### config.mk
export PLATFORM = sky130hd
export DESIGN_NAME = irq_elig_bank
export DESIGN_NICKNAME = d
export VERILOG_FILES = /design/src/rtl/irq_elig_pkg.sv /design/src/rtl/irq_pend_latch.sv /design/src/rtl/irq_group_gate.sv /design/src/rtl/irq_elig_bank.sv
export SDC_FILE = /design/constraint.sdc
export NUM_CORES = 1
export LEC_CHECK = 0
export CAP_MARGIN = 20
export CELL_PAD_IN_SITES_DETAIL_PLACEMENT = 1
export CELL_PAD_IN_SITES_GLOBAL_PLACEMENT = 2
export CORE_MARGIN = 2
export CORE_UTILIZATION = 22
export DETAILED_ROUTE_END_ITERATION = 10
export PLACE_DENSITY_LB_ADDON = 0.12
export SLEW_MARGIN = 5
export SYNTH_ARGS = -nofsm -noshare
export SYNTH_HDL_FRONTEND = slang
export SYNTH_SLANG_ARGS = --single-unit
### constraint.sdc
create_clock -name clk_i -period 3.37 [get_ports clk_i]
set_clock_uncertainty 0.15 [all_clocks]
set_input_delay 0.674 -clock clk_i [delete_from_list [all_inputs] [get_ports clk_i]]
set_output_delay 0.674 -clock clk_i [all_outputs]
set_load 0.1 [all_outputs]
### src/rtl/irq_elig_pkg.sv
package irq_elig_pkg;

    // global group enables and security mode
    typedef struct packed {
        logic en_g0;
        logic en_g1s;
        logic en_g1ns;
        logic single_sec;
    } grp_ctrl_t;

    // line classification
    typedef enum logic [1:0] {
        CLS_G0   = 2'd0,
        CLS_G1S  = 2'd1,
        CLS_G1NS = 2'd2
    } grp_class_e;

    function automatic grp_class_e classify(input logic grp, input logic mod_eff);
        if (grp)          return CLS_G1NS;
        else if (mod_eff) return CLS_G1S;
        else              return CLS_G0;
    endfunction

endpackage

### src/rtl/irq_pend_latch.sv
module irq_pend_latch #(
    parameter int NUM_IRQ = 32
) (
    input  logic               clk_i,
    input  logic               rst_ni,
    input  logic [NUM_IRQ-1:0] irq_i,
    input  logic [NUM_IRQ-1:0] trig_edge_i,
    input  logic [NUM_IRQ-1:0] sw_set_i,
    input  logic [NUM_IRQ-1:0] sw_clr_i,
    output logic [NUM_IRQ-1:0] pend_next_o,
    output logic [NUM_IRQ-1:0] pend_o
);

    typedef struct packed {
        logic [NUM_IRQ-1:0] pend;
        logic [NUM_IRQ-1:0] prev;
    } lat_state_t;

    lat_state_t st_d, st_q;
    logic [NUM_IRQ-1:0] rise;

    always_comb begin
        st_d = st_q;
        rise = irq_i & ~st_q.prev & trig_edge_i;
        for (int i = 0; i < NUM_IRQ; i++) begin
            if (rise[i] || sw_set_i[i]) begin
                st_d.pend[i] = 1'b1;
            end else if (sw_clr_i[i]) begin
                st_d.pend[i] = 1'b0;
            end
        end
        st_d.prev = irq_i;
    end

    always_ff @(posedge clk_i or negedge rst_ni) begin
        if (!rst_ni) begin
            st_q <= '0;
        end else begin
            st_q <= st_d;
        end
    end

    assign pend_next_o = st_d.pend;
    assign pend_o      = st_q.pend;

endmodule

### src/rtl/irq_group_gate.sv
module irq_group_gate
    import irq_elig_pkg::*;
#(
    parameter int NUM_IRQ = 32
) (
    input  logic [NUM_IRQ-1:0] group_i,
    input  logic [NUM_IRQ-1:0] grp_mod_i,
    input  grp_ctrl_t          ctrl_i,
    output logic [NUM_IRQ-1:0] grp_ok_o
);

    for (genvar g = 0; g < NUM_IRQ; g++) begin : g_line
        grp_class_e cls;
        logic       mod_eff;

        assign mod_eff = grp_mod_i[g] & ~ctrl_i.single_sec;
        assign cls     = classify(group_i[g], mod_eff);

        always_comb begin
            unique case (cls)
                CLS_G1NS: grp_ok_o[g] = ctrl_i.en_g1ns;
                CLS_G1S:  grp_ok_o[g] = ctrl_i.en_g1s;
                default:  grp_ok_o[g] = ctrl_i.en_g0;
            endcase
        end
    end

endmodule

### src/rtl/irq_elig_bank.sv
module irq_elig_bank
    import irq_elig_pkg::*;
#(
    parameter int NUM_IRQ = 32
) (
    input  logic               clk_i,
    input  logic               rst_ni,
    input  logic [NUM_IRQ-1:0] irq_i,
    input  logic [NUM_IRQ-1:0] trig_edge_i,
    input  logic [NUM_IRQ-1:0] group_i,
    input  logic [NUM_IRQ-1:0] grp_mod_i,
    input  logic [NUM_IRQ-1:0] enable_i,
    input  logic [NUM_IRQ-1:0] active_i,
    input  logic [NUM_IRQ-1:0] sw_set_i,
    input  logic [NUM_IRQ-1:0] sw_clr_i,
    input  logic               en_g0_i,
    input  logic               en_g1s_i,
    input  logic               en_g1ns_i,
    input  logic               single_sec_i,
    output logic [NUM_IRQ-1:0] pend_o,
    output logic [NUM_IRQ-1:0] elig_o
);

    typedef struct packed {
        logic [NUM_IRQ-1:0] elig;
    } out_state_t;

    grp_ctrl_t          ctrl;
    logic [NUM_IRQ-1:0] pend_next;
    logic [NUM_IRQ-1:0] grp_ok;
    logic [NUM_IRQ-1:0] live;
    out_state_t         out_d, out_q;

    assign ctrl = '{en_g0: en_g0_i, en_g1s: en_g1s_i,
                    en_g1ns: en_g1ns_i, single_sec: single_sec_i};

    irq_pend_latch #(.NUM_IRQ(NUM_IRQ)) u_latch (
        .clk_i       (clk_i),
        .rst_ni      (rst_ni),
        .irq_i       (irq_i),
        .trig_edge_i (trig_edge_i),
        .sw_set_i    (sw_set_i),
        .sw_clr_i    (sw_clr_i),
        .pend_next_o (pend_next),
        .pend_o      (pend_o)
    );

    irq_group_gate #(.NUM_IRQ(NUM_IRQ)) u_gate (
        .group_i   (group_i),
        .grp_mod_i (grp_mod_i),
        .ctrl_i    (ctrl),
        .grp_ok_o  (grp_ok)
    );

    always_comb begin
        live       = pend_next | (irq_i & ~trig_edge_i);
        out_d.elig = live & enable_i & ~active_i & grp_ok;
    end

    always_ff @(posedge clk_i or negedge rst_ni) begin
        if (!rst_ni) begin
            out_q <= '0;
        end else begin
            out_q <= out_d;
        end
    end

    assign elig_o = out_q.elig;

endmodule

# Word-level counts from Yosys, hierarchy flattened
# Cells that the tools add are included.
[word_totals]
register_bits = 96
latch_bits = 0
mem_bits_rw = 0
romBits = 0
wordCells = 302
n_memories = 0
[classes]
add_sub_neg = 0
n_mul = 0
div_mod_pow = 0
n_lt_le_gt_ge = 0
eq_ne = 64
shift = 0
n_mux = 160
bitwise = 43
reduce_logical = 32
[ops]
columns = ["op", "n"]
rows = [
  ["bitwise AND 32 bit", 6],
  ["2-to-1 mux 1 bit", 96],
  ["NOT 32 bit", 3],
  ["== test 2 x 1 -> 1 bit (second input constant)", 32],
  ["== test 2 bit (second input constant)", 32],
  ["2-to-1 mux 2 bit", 32],
  ["case mux 1 bit (2 select lines)", 32],
  ["bitwise AND 1 bit", 32],
  ["logical OR 1 bit", 32],
  ["bitwise OR 32 bit", 1],
  ["NOT 1 bit", 1],
]

# Longest topological paths before layout
# Gate-level depths: netlist of the first run.
[logic_depth]
ltp_word = 9
ltp_mapped = 5

# Cells and area by module
# Synthesis of the first run repeated with hierarchy kept, for this count alone.
[unflattened]
hier_cells = 528
area_unflattened_um2 = 5586.6
[by_module_without_submodules]
columns = ["mod", "instances", "cells_per_inst", "area_per_inst_um2"]
rows = [
  ["irq_pend_latch", 1, 223, 2482.4],
  ["irq_elig_bank", 1, 160, 1881.8],
  ["irq_group_gate", 1, 145, 1222.4],
]

# Worst setup path after synthesis of the first run
# Ideal clock, no wire load.
[synth_timing]
path_kind = "input to register"
startpoint = "in single_sec_i"
endpoint = "reg out_q, in the netlist elig_o[10]"
arrival_ns = 1.455
required_ns = 3.109
path_slack_ns = 1.654
cell_stages = 5
path_cell_list = "buf_6 > buf_6 > and3b_1 > a211oi_1 > a2111oi_2"
[synth_lines]
columns = ["element", "line_no", "text"]
rows = [
  ["start: declaration", "irq_elig_bank.sv:19", "input logic single_sec_i,"],
  ["end signal: assignment", "irq_elig_bank.sv:64", "out_q <= out_d;"],
  ["end: declaration", "irq_elig_bank.sv:32", "out_state_t out_d, out_q;"],
]

==> results_dict.tcl, run 1 <==
set metrics [dict create \
    multi_input_area_sq_um 2240 \
    layout-drive-gt1-share_pct 14.7 \
    grt_pass1_wl_microns 29900 \
    die_x_microns 156 \
    combPwrFrac_pct 29.8 \
    finalSetupViolCount 0 \
    avgSynthCellArea_sq_um 10.3 \
    rsz0062_at_grt "no" \
    ctsHoldBuffers 0 \
    power.density_nw_per_um2 401 \
    cp-start-kind "input port" \
    synth_area_leaders "dfrtp_1 47%, a2111oi_2 9.4%, nand2b_1 7.8%, a221oi_1 5.5%, and3b_1 5.5%" \
    maxCapViolations 0 \
    dr_total_vias 5017 \
    async_reset_ff_share_pct 100 \
    grt_max_degree 65 \
    fp.dieH_microns 156 \
    ant_nets 0 \
    worstMarginPinSlew_ps 900 \
    p_seq_share_pct 36.6 \
    drc 0 \
    grt-ovfl-total 0 \
    cts.path.max_buffers 2 \
    final_nets 1050 \
    finalMaxSlewViolations 0 \
    track_usage_pct 16.0 \
    mostFrequentLayoutCells "258 x clkdlybuf4s50_1, 96 x dfrtp_1, 66 x buf_4" \
    ios 326 \
    swShare_pct 31.4 \
    cp_max_fo 32 \
    final_common_cell "clkdlybuf4s50_1" \
    first_pass_iters 4 \
    htreeDepth 3 \
    core_sq_um 22700 \
    cts.sinks 96 \
    worst-path-buf-inv 2 \
    hp-class "in -> async" \
    insertion_delay_ps 350 \
    diodes 0 \
    routabilityCongestion 0.778 \
    fin_crit_ps 2040 \
    irDropWorstVdd_uv 208 \
    relSlewSlack_pct 40.0 \
    port_buffers 325 \
    placedCellCount 1062 \
    synth_seq_cells 96 \
    dpl-instance-area_sq_um 8250 \
    intPower_mw 2.36 \
    drt_iter0_markers 115 \
    fmax_mhz 490 \
    start_util_pct 22.5 \
    cp.arrival_ps 2120 \
    post_cts_resized 0 \
    tns_ps 0 \
    synth_edf_count 0 \
    yosysWarnings 0 \
    area_growth_pct 67.6 \
    regArea_sq_um 2400 \
    seq_area_frac_synth_pct 47.0 \
    pwr-share-clk_pct 33.6 \
    path_clk_slew_ps 70 \
    fillCellCount 2525 \
    wirelength_microns 19900 \
    dpl.hpwl_microns 16000 \
    synth_cells 497 \
    first_global_vias 5553 \
    hold_viol 0 \
    tritoncts.num_buffers 9 \
    avgViaCountPerCell 4.66 \
    root_buffer "clkbuf_16" \
    die_area_sq_um 24500 \
    worst_path_dominant_cell_family "buffers and inverters" \
    power.total_mw 3.44 \
    cts_tree "yes" \
    critPathSlowestCell "clkdlybuf4s50_1" \
    fin_area_sq_um 8580 \
    crit_chain "clkdlybuf4s50_1 -> buf_4 -> and3b_1 -> a211oi_1 -> a2111oi_2" \
    antenna_found_initial 0 \
    synth_top_area_share_pct 47.0 \
    core.rowCount 55 \
    yosysUniqueCellTypes 15 \
    final_cells 1076 \
    power_switching_mw 1.08 \
    post-route-period-util_pct 60.5 \
    crit_required_ps 3450 \
    synth_area_sq_um 5120 \
    critPathKind "in -> reg" \
    yosys.area.top_type "dfrtp_1" \
    end_kind "register" \
    status "finished clean" \
    p_leak_nw 3.56 \
    critical_path.max_stage_delay_ps 450 \
    syn-num-nets 759 \
    synth_ff_type "dfrtp_1" \
    post_cts_buffers 0 \
    post_drt_wl_per_cell_microns 18.5 \
]
layout make-up:
cell class                      count  share of cell area [%]
Tap cell                          285                    4.16
Clock inverter                      4                    1.11
Clock buffer                       10                    2.67
Multi-Input combinational cell    320                    26.1
Sequential cell                    96                    28.0
Timing Repair Buffer              328                    36.5
Inverter                           33                    1.44
power by group through the flow:
stage | clock [mW] | combinational [mW] | sequential [mW]
after global routing | 1.24 | 1.09 | 1.27
after detailed placement | 0 | 1.04 | 1.28
after floorplan | 0 | 0.441 | 1.41
after global placement | 0 | 1.02 | 1.28
after CTS | 1.21 | 1.04 | 1.26
final | 1.15 | 1.02 | 1.26
per-layer routing:
| layer | GRT usage, % | part of all wire (%) |
|---|---|---|
| met5 | 0 | 0 |
| met4 | 5.46 | 1.8 |
| met3 | 4.57 | 7.4 |
| met2 | 30.0 | 53 |
| met1 | 17.0 | 38 |
synthesized netlist by cell type (6+ instances only):
master and n:
inv_1 33, buf_2 6, nand2_1 64, nand2b_1 64, a21oi_1 32, buf_4 32, a211oi_1 32, dfrtp_1 96
a221oi_1 32, a2111oi_2 32, o21ai_0 32, and3b_1 32
worst paths after layout:
path	slack, ps	cells past startpoint	to	startpoint
min reg2reg	310	1	u_latch.pend_o[9]$_DFF_PN0_	u_latch.st_q[9]$_DFF_PN0_
min in group clk_i	310	1	u_latch.pend_o[9]$_DFF_PN0_	u_latch.st_q[9]$_DFF_PN0_
max	1330	5	elig_o[24]$_DFF_PN0_	en_g1s_i
max reg2reg	2100	2	elig_o[9]$_DFF_PN0_	u_latch.pend_o[9]$_DFF_PN0_
min	220	1	u_latch.st_q[11]$_DFF_PN0_	rst_ni
max in group asynchronous	2110	2	u_latch.pend_o[27]$_DFF_PN0_	rst_ni
cell families (layout without fill, tap and decap cells):
kind of cell | count (synthesis) | count (layout) | share of synthesized area (%)
simple gates | 160 | 160 | 18.0
flops | 96 | 96 | 47.0
compound gates | 160 | 160 | 25.8
buf+inv | 81 | 375 | 9.22
sequential cells by signal, indices dropped and copies added, names as in the netlist:
signal and cells:
elig_o 32, u_latch.pend_o 32, u_latch.st_q 32
worst register-to-register path, stage by stage (launching register included):
cell and delay [ps]:
dfrtp_1 410, a221oi_1 480, a2111oi_2 90
per-stage QoR:
stage	utilization, %	hold slack (ps)	setup WS, ps
4_1_cts	37.8	238	1300
5_1_grt	37.8	266	1190
6_report	37.8	217	1330
2_1_floorplan	-	228	1650
3_5_place_dp	36.3	302	952
3_3_place_gp	36.3	292	992
No activity file was read; power rests on OpenSTA's default activity.
==> run 2: changes to the inputs <==
CORE_UTILIZATION = 20   (was 22)
clock period = 2.1 ns   (was 3.37 ns; I/O delays follow)
==> results_dict.tcl, run 2 (synthesis results as in run 1) <==
set metrics [dict create \
    r2r-end "elig_o[11]$_DFF_PN0_" \
    start_util_pct 20.3 \
    fp.dieH_microns 164 \
    final_cells 1129 \
    holdWs_ps -25.8 \
    drc 0 \
    final_nets 1053 \
    rr_worst_depth 2 \
    die_area_sq_um 26900 \
    critPathCapture "elig_o[13]$_DFF_PN0_" \
    grt_pass1_wl_microns 30400 \
    dpl.hpwl_microns 16300 \
    mostFrequentLayoutCells "258 x clkdlybuf4s50_1, 96 x dfrtp_1, 64 x nand2_1, 64 x nand2b_1, 53 x buf_4" \
    maxCapViolations 0 \
    tns_ps 0 \
    grt_max_degree 97 \
    irDropWorstVdd_uv 233 \
    cts_tree "yes" \
    grt-ovfl-total 0 \
    r2r_slack_ps 780 \
    die_x_microns 164 \
    antenna_found_initial 3 \
    fmax_mhz 596 \
    hp-class "in -> async" \
    post-route-period-util_pct 79.9 \
    crit_chain "clkdlybuf4s50_1 -> buf_12 -> and3b_1 -> a211oi_1 -> a2111oi_2" \
    worst-path-buf-inv 2 \
    status "finished, violations left" \
    ios 326 \
    first_pass_iters 4 \
    avgViaCountPerCell 4.40 \
    reg2reg_from "u_latch.pend_o[11]$_DFF_PN0_" \
    wirelength_microns 20700 \
    placedCellCount 1110 \
    fin_crit_ps 1680 \
    routabilityCongestion 0.740 \
    area_growth_pct 72.8 \
    first_global_vias 5480 \
    cts.path.max_buffers 2 \
    critPathSlowestCell "clkdlybuf4s50_1" \
    path_clk_slew_ps 70 \
    p_leak_nw 3.63 \
    hold_viol 7 \
    end_kind "register" \
    root_buffer "clkbuf_16" \
    dr_total_vias 4973 \
    cts.sinks 96 \
    cp_max_fo 32 \
    post_cts_buffers 0 \
    rsz0062_at_grt "no" \
    tritoncts.num_buffers 9 \
    ctsHoldBuffers 0 \
    violations "negative hold slack" \
    ant_nets 0 \
    startpoint "en_g1s_i" \
    cp-start-kind "input port" \
    relSlewSlack_pct 61.4 \
    post_drt_wl_per_cell_microns 18.4 \
    fin_area_sq_um 8840 \
    power.density_nw_per_um2 617 \
    post_cts_resized 0 \
    htreeDepth 3 \
    fillCellCount 2829 \
    crit_required_ps 2180 \
    port_buffers 325 \
    insertion_delay_ps 350 \
    track_usage_pct 15.0 \
    core_sq_um 25200 \
    critPathKind "in -> reg" \
    layout-drive-gt1-share_pct 15.1 \
    drt_iter0_markers 139 \
    core.rowCount 58 \
    finalMaxSlewViolations 0 \
    critical_path.max_stage_delay_ps 510 \
    final_common_cell "clkdlybuf4s50_1" \
    worst-path-stages 5 \
    worstMarginPinSlew_ps 579 \
    finalSetupViolCount 0 \
    dpl-instance-area_sq_um 8530 \
    worst_path_dominant_cell_family "buffers and inverters" \
    cp.arrival_ps 1760 \
]
==> run 2: report_power, final <==
part	total, mW	switching [mW]	internal (mW)	leakage [nW]
registers	2.02	0.0710	1.95	1.14
logic	1.70	0.972	0.729	2.35
clock network	1.73	0.766	0.962	0.139
total	5.45	1.81	3.64	3.63
==> run 2: per-layer routing <==
layer  wire (microns)  GRT usage (%)  up-vias  part of all wire [%]
li1                 -              -     2370                     -
met1             7720           15.7     2392                    37
met2            11100           28.3      186                    53
met3             1470           3.61       25                   7.1
met4              476           6.22        0                   2.3
met5                0              0        -                     0
==> run 2: worst min-delay path by stage <==
| stage | start | slack (ps) | endpoint |
|---|---|---|---|
| floorplan | rst_ni | -30 | elig_o[0]$_DFF_PN0_ |
| global placement | u_latch.st_q[5]$_DFF_PN0_ | 290 | u_latch.pend_o[5]$_DFF_PN0_ |
| detailed placement | u_latch.st_q[16]$_DFF_PN0_ | 300 | u_latch.pend_o[16]$_DFF_PN0_ |
| CTS | rst_ni | 8 | u_latch.pend_o[16]$_DFF_PN0_ |
| global route | rst_ni | 20 | u_latch.pend_o[16]$_DFF_PN0_ |
| finish | rst_ni | -30 | u_latch.pend_o[16]$_DFF_PN0_ |
==> run 2: cell type report <==
type | count | area [sq um] | share of cell area [%]
Antenna cell | 3 | 7.51 | 0.0849
Clock buffer | 12 | 246 | 2.79
Clock inverter | 4 | 53.8 | 0.609
Inverter | 33 | 124 | 1.40
Multi-Input combinational cell | 320 | 2240 | 25.4
Sequential cell | 96 | 2400 | 27.2
Tap cell | 330 | 413 | 4.67
Timing Repair Buffer | 331 | 3350 | 37.9
==> run 2: stage by stage <==
stage / hold WS, ps / util, % / power, mW / worst slack [ps]
floorplan: -25.6 / - / 2.96 / 638
global placement: 293 / 33.9 / 3.74 / 118
detailed placement: 303 / 33.9 / 3.78 / 41.8
CTS: 7.78 / 35.1 / 5.56 / 417
global route: 19.6 / 35.1 / 5.70 / 317
finish: -25.8 / 35.1 / 5.45 / 422
==> run 2: worst reg2reg max path, stage by stage, from the launching register on <==
cell and delay [ps]:
dfrtp_1 430, a221oi_1 510, a2111oi_2 90
